### src/rtl/mtim_pkg.sv
package mtim_pkg;

    // Byte offsets of the registers
    localparam int unsigned OFS_FLAG = 32'h000;
    localparam int unsigned OFS_CTRL = 32'h004;
    localparam int unsigned OFS_CNT  = 32'h008;
    localparam int unsigned OFS_PRE  = 32'h00C;
    localparam int unsigned OFS_MCTL = 32'h014;
    localparam int unsigned OFS_MVAL = 32'h018;
    localparam int unsigned OFS_MODE = 32'h070;

    // Compare control bit positions
    localparam int unsigned MC_IRQ  = 0;
    localparam int unsigned MC_LOAD = 1;
    localparam int unsigned MC_STOP = 2;
    localparam int unsigned MC_W    = 3;

    // Run state, encoded as {hold, enable}
    typedef enum logic [1:0] {
        ST_IDLE     = 2'b00,
        ST_RUN      = 2'b01,
        ST_HOLD     = 2'b10,
        ST_HOLD_ARM = 2'b11
    } run_state_e;

    // One write strobe per register
    typedef struct packed {
        logic flag;
        logic ctrl;
        logic cnt;
        logic pre;
        logic mctl;
        logic mval;
        logic mode;
    } wr_strobe_t;

endpackage

### src/rtl/mtim_bus.sv
module mtim_bus
    import mtim_pkg::*;
#(
    parameter int unsigned ADDR_W = 8,
    parameter int unsigned DATA_W = 32,
    parameter int unsigned MODE_W = 2
) (
    input  logic              sel,
    input  logic              wr,
    input  logic [ADDR_W-1:0] addr,
    input  logic              flag,
    input  logic              en,
    input  logic              hold,
    input  logic [DATA_W-1:0] cnt,
    input  logic [DATA_W-1:0] pre_val,
    input  logic [MC_W-1:0]   mctl,
    input  logic [DATA_W-1:0] mval,
    input  logic [MODE_W-1:0] mode,
    output wr_strobe_t        stb,
    output logic [DATA_W-1:0] rdata
);

    localparam logic [ADDR_W-1:0] A_FLAG = ADDR_W'(OFS_FLAG);
    localparam logic [ADDR_W-1:0] A_CTRL = ADDR_W'(OFS_CTRL);
    localparam logic [ADDR_W-1:0] A_CNT  = ADDR_W'(OFS_CNT);
    localparam logic [ADDR_W-1:0] A_PRE  = ADDR_W'(OFS_PRE);
    localparam logic [ADDR_W-1:0] A_MCTL = ADDR_W'(OFS_MCTL);
    localparam logic [ADDR_W-1:0] A_MVAL = ADDR_W'(OFS_MVAL);
    localparam logic [ADDR_W-1:0] A_MODE = ADDR_W'(OFS_MODE);

    logic do_wr;
    logic do_rd;

    assign do_wr = sel & wr;
    assign do_rd = sel & ~wr;

    // Write decode
    always_comb begin
        stb = '0;
        if (do_wr) begin
            case (addr)
                A_FLAG:  stb.flag = 1'b1;
                A_CTRL:  stb.ctrl = 1'b1;
                A_CNT:   stb.cnt  = 1'b1;
                A_PRE:   stb.pre  = 1'b1;
                A_MCTL:  stb.mctl = 1'b1;
                A_MVAL:  stb.mval = 1'b1;
                A_MODE:  stb.mode = 1'b1;
                default: stb      = '0;
            endcase
        end
    end

    // Read mux, zero outside a read
    always_comb begin
        rdata = '0;
        if (do_rd) begin
            case (addr)
                A_FLAG:  rdata = DATA_W'(flag);
                A_CTRL:  rdata = DATA_W'({hold, en});
                A_CNT:   rdata = cnt;
                A_PRE:   rdata = pre_val;
                A_MCTL:  rdata = DATA_W'(mctl);
                A_MVAL:  rdata = mval;
                A_MODE:  rdata = DATA_W'(mode);
                default: rdata = '0;
            endcase
        end
    end

endmodule

### src/rtl/mtim_run_fsm.sv
module mtim_run_fsm
    import mtim_pkg::*;
#(
    parameter int unsigned MODE_W = 2
) (
    input  logic              clk,
    input  logic              rst_n,
    input  logic              ctrl_wr,
    input  logic [1:0]        ctrl_bits,
    input  logic              mode_wr,
    input  logic [MODE_W-1:0] mode_bits,
    input  logic              stop_evt,
    output logic              en,
    output logic              hold,
    output logic [MODE_W-1:0] mode,
    output logic              advance
);

    run_state_e        state_q;
    run_state_e        state_d;
    logic [MODE_W-1:0] mode_q;

    // State register
    always_ff @(posedge clk) begin
        if (!rst_n) begin
            state_q <= ST_IDLE;
        end else begin
            state_q <= state_d;
        end
    end

    // Next state: a software write wins over stop on match
    always_comb begin
        state_d = state_q;
        unique case (state_q)
            ST_IDLE:     state_d = ST_IDLE;
            ST_RUN:      state_d = stop_evt ? ST_IDLE : ST_RUN;
            ST_HOLD:     state_d = ST_HOLD;
            ST_HOLD_ARM: state_d = ST_HOLD_ARM;
        endcase
        if (ctrl_wr) begin
            state_d = run_state_e'(ctrl_bits);
        end
    end

    // Count-mode register
    always_ff @(posedge clk) begin
        if (!rst_n) begin
            mode_q <= '0;
        end else if (mode_wr) begin
            mode_q <= mode_bits;
        end
    end

    // Outputs
    always_comb begin
        en      = 1'b0;
        hold    = 1'b0;
        advance = 1'b0;
        unique case (state_q)
            ST_IDLE: begin
                en   = 1'b0;
                hold = 1'b0;
            end
            ST_RUN: begin
                en      = 1'b1;
                advance = (mode_q == '0);
            end
            ST_HOLD: begin
                hold = 1'b1;
            end
            ST_HOLD_ARM: begin
                en   = 1'b1;
                hold = 1'b1;
            end
        endcase
    end

    assign mode = mode_q;

endmodule

### src/rtl/mtim_prescale.sv
module mtim_prescale #(
    parameter int unsigned W = 32
) (
    input  logic         clk,
    input  logic         rst_n,
    input  logic         advance,
    input  logic         hold,
    input  logic         pre_wr,
    input  logic [W-1:0] wdata,
    output logic [W-1:0] pre_val,
    output logic         tick
);

    logic [W-1:0] pre_val_q;
    logic [W-1:0] pre_cnt_q;

    // Prescale value register
    always_ff @(posedge clk) begin
        if (!rst_n) begin
            pre_val_q <= '0;
        end else if (pre_wr) begin
            pre_val_q <= wdata;
        end
    end

    // At-or-above compare keeps a lowered limit from a long wrap
    assign tick = advance && (pre_cnt_q >= pre_val_q);

    // Prescale counter
    always_ff @(posedge clk) begin
        if (!rst_n) begin
            pre_cnt_q <= '0;
        end else if (hold) begin
            pre_cnt_q <= '0;
        end else if (advance) begin
            pre_cnt_q <= tick ? '0 : pre_cnt_q + W'(1);
        end
    end

    assign pre_val = pre_val_q;

endmodule

### src/rtl/mtim_count.sv
module mtim_count
    import mtim_pkg::*;
#(
    parameter int unsigned W = 32
) (
    input  logic            clk,
    input  logic            rst_n,
    input  logic            tick,
    input  logic            hold,
    input  logic            cnt_wr,
    input  logic            mval_wr,
    input  logic            mctl_wr,
    input  logic            flag_wr,
    input  logic [W-1:0]    wdata,
    output logic [W-1:0]    cnt,
    output logic [W-1:0]    mval,
    output logic [MC_W-1:0] mctl,
    output logic            flag,
    output logic            stop_evt
);

    logic [W-1:0]    cnt_q;
    logic [W-1:0]    mval_q;
    logic [MC_W-1:0] mctl_q;
    logic            flag_q;
    logic            hit;
    logic            set_evt;
    logic            clr_req;
    logic [W-1:0]    cnt_step;

    assign hit      = tick && (cnt_q == mval_q);
    assign set_evt  = hit && mctl_q[MC_IRQ];
    assign stop_evt = hit && mctl_q[MC_STOP];
    assign clr_req  = flag_wr && wdata[0];

    // Value the count takes on a tick
    always_comb begin
        if (hit && mctl_q[MC_LOAD]) begin
            cnt_step = '0;
        end else if (hit && mctl_q[MC_STOP]) begin
            cnt_step = cnt_q;
        end else begin
            cnt_step = cnt_q + W'(1);
        end
    end

    // Count: hold, then software write, then tick
    always_ff @(posedge clk) begin
        if (!rst_n) begin
            cnt_q <= '0;
        end else if (hold) begin
            cnt_q <= '0;
        end else if (cnt_wr) begin
            cnt_q <= wdata;
        end else if (tick) begin
            cnt_q <= cnt_step;
        end
    end

    // Compare value and compare control
    always_ff @(posedge clk) begin
        if (!rst_n) begin
            mval_q <= '0;
            mctl_q <= '0;
        end else begin
            if (mval_wr) begin
                mval_q <= wdata;
            end
            if (mctl_wr) begin
                mctl_q <= wdata[MC_W-1:0];
            end
        end
    end

    // Flag: a set beats a same-cycle clear
    always_ff @(posedge clk) begin
        if (!rst_n) begin
            flag_q <= 1'b0;
        end else if (set_evt) begin
            flag_q <= 1'b1;
        end else if (clr_req) begin
            flag_q <= 1'b0;
        end
    end

    assign cnt  = cnt_q;
    assign mval = mval_q;
    assign mctl = mctl_q;
    assign flag = flag_q;

endmodule

### src/rtl/mtim_top.sv
module mtim_top
    import mtim_pkg::*;
#(
    parameter int unsigned ADDR_W = 8,
    parameter int unsigned CNT_W  = 32,
    parameter int unsigned MODE_W = 2
) (
    input  logic              clk,
    input  logic              rst_n,
    input  logic              bus_sel,
    input  logic              bus_wr,
    input  logic [ADDR_W-1:0] bus_addr,
    input  logic [CNT_W-1:0]  bus_wdata,
    output logic [CNT_W-1:0]  bus_rdata,
    output logic              irq
);

    wr_strobe_t        stb_w;
    logic              en_w;
    logic              hold_w;
    logic [MODE_W-1:0] mode_w;
    logic              adv_w;
    logic              tick_w;
    logic [CNT_W-1:0]  pre_val_w;
    logic [CNT_W-1:0]  cnt_w;
    logic [CNT_W-1:0]  mval_w;
    logic [MC_W-1:0]   mctl_w;
    logic              flag_w;
    logic              stop_w;

    mtim_bus #(
        .ADDR_W (ADDR_W),
        .DATA_W (CNT_W),
        .MODE_W (MODE_W)
    ) bus_i (
        .sel     (bus_sel),
        .wr      (bus_wr),
        .addr    (bus_addr),
        .flag    (flag_w),
        .en      (en_w),
        .hold    (hold_w),
        .cnt     (cnt_w),
        .pre_val (pre_val_w),
        .mctl    (mctl_w),
        .mval    (mval_w),
        .mode    (mode_w),
        .stb     (stb_w),
        .rdata   (bus_rdata)
    );

    mtim_run_fsm #(
        .MODE_W (MODE_W)
    ) fsm_i (
        .clk       (clk),
        .rst_n     (rst_n),
        .ctrl_wr   (stb_w.ctrl),
        .ctrl_bits (bus_wdata[1:0]),
        .mode_wr   (stb_w.mode),
        .mode_bits (bus_wdata[MODE_W-1:0]),
        .stop_evt  (stop_w),
        .en        (en_w),
        .hold      (hold_w),
        .mode      (mode_w),
        .advance   (adv_w)
    );

    mtim_prescale #(
        .W (CNT_W)
    ) pre_i (
        .clk     (clk),
        .rst_n   (rst_n),
        .advance (adv_w),
        .hold    (hold_w),
        .pre_wr  (stb_w.pre),
        .wdata   (bus_wdata),
        .pre_val (pre_val_w),
        .tick    (tick_w)
    );

    mtim_count #(
        .W (CNT_W)
    ) cnt_i (
        .clk      (clk),
        .rst_n    (rst_n),
        .tick     (tick_w),
        .hold     (hold_w),
        .cnt_wr   (stb_w.cnt),
        .mval_wr  (stb_w.mval),
        .mctl_wr  (stb_w.mctl),
        .flag_wr  (stb_w.flag),
        .wdata    (bus_wdata),
        .cnt      (cnt_w),
        .mval     (mval_w),
        .mctl     (mctl_w),
        .flag     (flag_w),
        .stop_evt (stop_w)
    );

    assign irq = flag_w;

endmodule

### config.mk
export PLATFORM = sky130hd
export DESIGN_NAME = mtim_top
export DESIGN_NICKNAME = d
export VERILOG_FILES = /design/src/rtl/mtim_pkg.sv /design/src/rtl/mtim_bus.sv /design/src/rtl/mtim_run_fsm.sv /design/src/rtl/mtim_prescale.sv /design/src/rtl/mtim_count.sv /design/src/rtl/mtim_top.sv
export SDC_FILE = /design/constraint.sdc
export NUM_CORES = 1
export LEC_CHECK = 0
export BUFFER_PORTS_ARGS = -buffer_cell sky130_fd_sc_hd__buf_2
export CORE_MARGIN = 2
export CORE_UTILIZATION = 30
export CTS_BUF_LIST = sky130_fd_sc_hd__clkbuf_8
export CTS_CLUSTER_DIAMETER = 150
export DETAILED_ROUTE_END_ITERATION = 6
export PLACE_DENSITY_LB_ADDON = 0.08
export SYNTH_ARGS = -nofsm -noshare
export SYNTH_HDL_FRONTEND = slang
export SYNTH_SLANG_ARGS = --single-unit
export TNS_END_PERCENT = 100
### constraint.sdc
create_clock -name clk -period 7.4 [get_ports clk]
set_input_delay 1.48 -clock clk [delete_from_list [all_inputs] [get_ports clk]]
set_output_delay 1.48 -clock clk [all_outputs]
set_load 0.01 [all_outputs]
==> qor.yml <==
yosys.area.top_type: "dfxtp_1"
cts.path.max_buffers: 2
cp.arrival_ns: 3.90
cp.required_ns: 5.92
crit_chain: "buf_2, nor3_1, nand2_1, nor2_1, and3_1, buf_4, a222oi_1, nor2_1, buf_2"
core_mm2: 0.0262
synthesis.nets: 1111
min_period_ns: 5.38
wl_met3_um: 1090
cp_num_buf_inv: 3
rows: 59
layout.nets: 1145
io_pins: 77
ys_warn_count: 0
clkSinkCount: 136
setup_viol: 0
postLayoutCellArea_mm2: 0.00907
worst_slew_pin_slew_ns: 0.930
ys_top_cells_by_area: "dfxtp_1 (34%), nand2_1 (9.7%), a21boi_0 (5.7%)"
end_kind: "primary output"
synth_area_mm2: 0.00804
cap_violations: 0
die_area_mm2: 0.0281
drive_above_1_share: 0.130
grt.overflow.total: 0
violations: "design-rule violations"
postSynthAreaPerCell_um2: 7.78
synth_cell_types: 56
synth.top_cell.area_share: 0.339
synth_common_cells: "nand2_1 (208), dfxtp_1 (136), nor2_1 (81)"
finalSetupTns_ns: 0
grt_pass1_vias: 7229
syn-instance-count: 1033
startpoint_type: "input port"
wl_per_cell_um: 20.8
vias_per_cell: 5.30
grt_pass1_wl_um: 45400
power_density_mw_per_mm2: 163
ir_drop_v: 0.0000906
cts_setup_buffers: 0
async_flop_share: 0
fmax_mhz: 186
drc: 17
gp_congestion: 0.813
yosysMostFrequentCell: "nand2_1"
synth_ff_type: "dfxtp_1"
max_stage_delay_ns: 0.49
antenna_found_initial: 0
place_area_mm2: 0.00864
ant_nets: 0
wirelength_um: 29500
final_hold_viol_count: 0
p_leak_nw: 3.26
drt-met1-wl_um: 14100
cpLargestDelayFamily: "simple AND/OR/NAND/NOR gates"
drv_slew: 0
portBuffers: 76
hpwl_um: 20900
die_y_um: 168
clock-skew-final_ns: 0.0173
clkTransAtPathRegs_ns: 0.10
ys_seq_area_frac: 0.339
vias: 7505
relSlewSlack: 0.380
clock-root-buffer: "clkbuf_8"
drt_first_iter_violations: 634
crit_type: "input port to primary output"
die_w_um: 168
cts_resized: 0
rsz0062_at_grt: "false"
diodes: 0
cts_hold_buffers: 0
critPathSlowestCell: "nor3_1"
maxUsedRoutingLayer: "met4"
grt_max_degree: 75
ys_ff_latch: 136
met2_length_um: 13800
area_delta_synth_final_pct: 12.8
numCtsBuffers: 17
crit_fanout: 25
start_util: 0.307
clock_latency_ns: 0.46
synth_edf_count: 0
hp-class: "flip-flop to flip-flop"
drt_pass1_iterations: 7
cts_max_level: 4
fin_crit_sh: 0.727
status: "finished, violations left"
cts_tree: "done"
grt_use_total: 0.211
==> sequential cells by signal, indices dropped and copies added, names as in the netlist <==
signal           count
cnt_i.flag           1
pre_i.pre_cnt_q     32
cnt_i.cnt           32
fsm_i.state_q        2
fsm_i.mode           2
cnt_i.mval          32
pre_i.pre_val       32
cnt_i.mctl           3
==> worst paths after layout <==
| path | from | to | slack, ns | depth (start not counted) |
|---|---|---|---|---|
| worst max-delay path | bus_addr[1] | bus_rdata[25] | 2.02 | 9 |
| worst min-delay path | cnt_i.mval[3] | cnt_i.mval[3] | 0.49 | 2 |
| worst max register to register | pre_i.pre_val[13] | cnt_i.cnt[31] | 3.78 | 9 |
| worst min register to register | cnt_i.mval[3] | cnt_i.mval[3] | 0.49 | 2 |
==> area by class of cell <==
cell class	count	area, um^2
multi-input cells	785	4880
inverters	39	146
well taps	335	419
repair buffers	88	470
clock inverters	13	169
fillers	2827	17100
flip-flops and latches	136	2720
clock buffers	19	262
==> per-layer routing <==
metal  vias up  GRT usage
li1       3703          -
met2       166      0.344
met1      3606      0.294
met5         -          0
met4         0     0.0548
met3        30     0.0305
==> through the flow <==
stage	hold slack, ns	setup WS [ns]	cells	util	total power [mW]
3_5_place_dp	0.483	2.09	1383	0.330	0.804
4_1_cts	0.497	2.09	1415	0.346	1.49
2_1_floorplan	0.456	2.86	1033	-	0.772
5_1_grt	0.517	1.74	1415	0.346	1.53
6_report	0.494	2.02	1415	0.346	1.48
3_3_place_gp	0.475	2.13	1383	0.330	0.804
==> layout by cell type (no fill, tap or decap), drive strengths merged, types with 2 or more instances in the layout <==
| cell | count |
|---|---|
| xor2 | 50 |
| nor3b | 3 |
| nor4 | 13 |
| dfxtp | 136 |
| xnor2 | 28 |
| and2 | 8 |
| nand2 | 209 |
| o22ai | 11 |
| a21boi | 65 |
| ha | 34 |
| clkinvlp | 4 |
| nor3 | 20 |
| nor2b | 12 |
| nand3 | 40 |
| nand2b | 4 |
| clkinv | 3 |
| and3 | 13 |
| bufinv | 3 |
| mux2i | 9 |
| a22o | 2 |
| or4b | 2 |
| o21a | 2 |
| o21ai | 30 |
| a221oi | 4 |
| or3 | 2 |
| nand4 | 21 |
| clkbuf | 19 |
| a222oi | 29 |
| a31oi | 28 |
| and4 | 11 |
| a21oi | 28 |
| a22oi | 13 |
| inv | 42 |
| nor2 | 81 |
| buf | 88 |
==> worst min-delay path, cell delays in order (launching register included) <==
cell and delay [ns]:
dfxtp_1 0.34, nand2_1 0.06, a21boi_1 0.05
==> kinds of logic (layout without fill, tap and decap cells) <==
group	count (synthesis)	after routing	synth area share
and+or+nand+nor	445	445	0.260
AOI/OAI and AO/OA	219	219	0.196
DFF	136	136	0.339
buffers and inverters	112	159	0.0567
xor gates and xnor gates	78	78	0.0850
adders and majority gates	34	34	0.0529
muxes	9	9	0.0112
==> power by group <==
group	switching (mW)	internal, mW
Combinational	0.0355	0.0186
Clock	0.337	0.355
Sequential	0.000754	0.731
(Power assumes the default switching activity.)
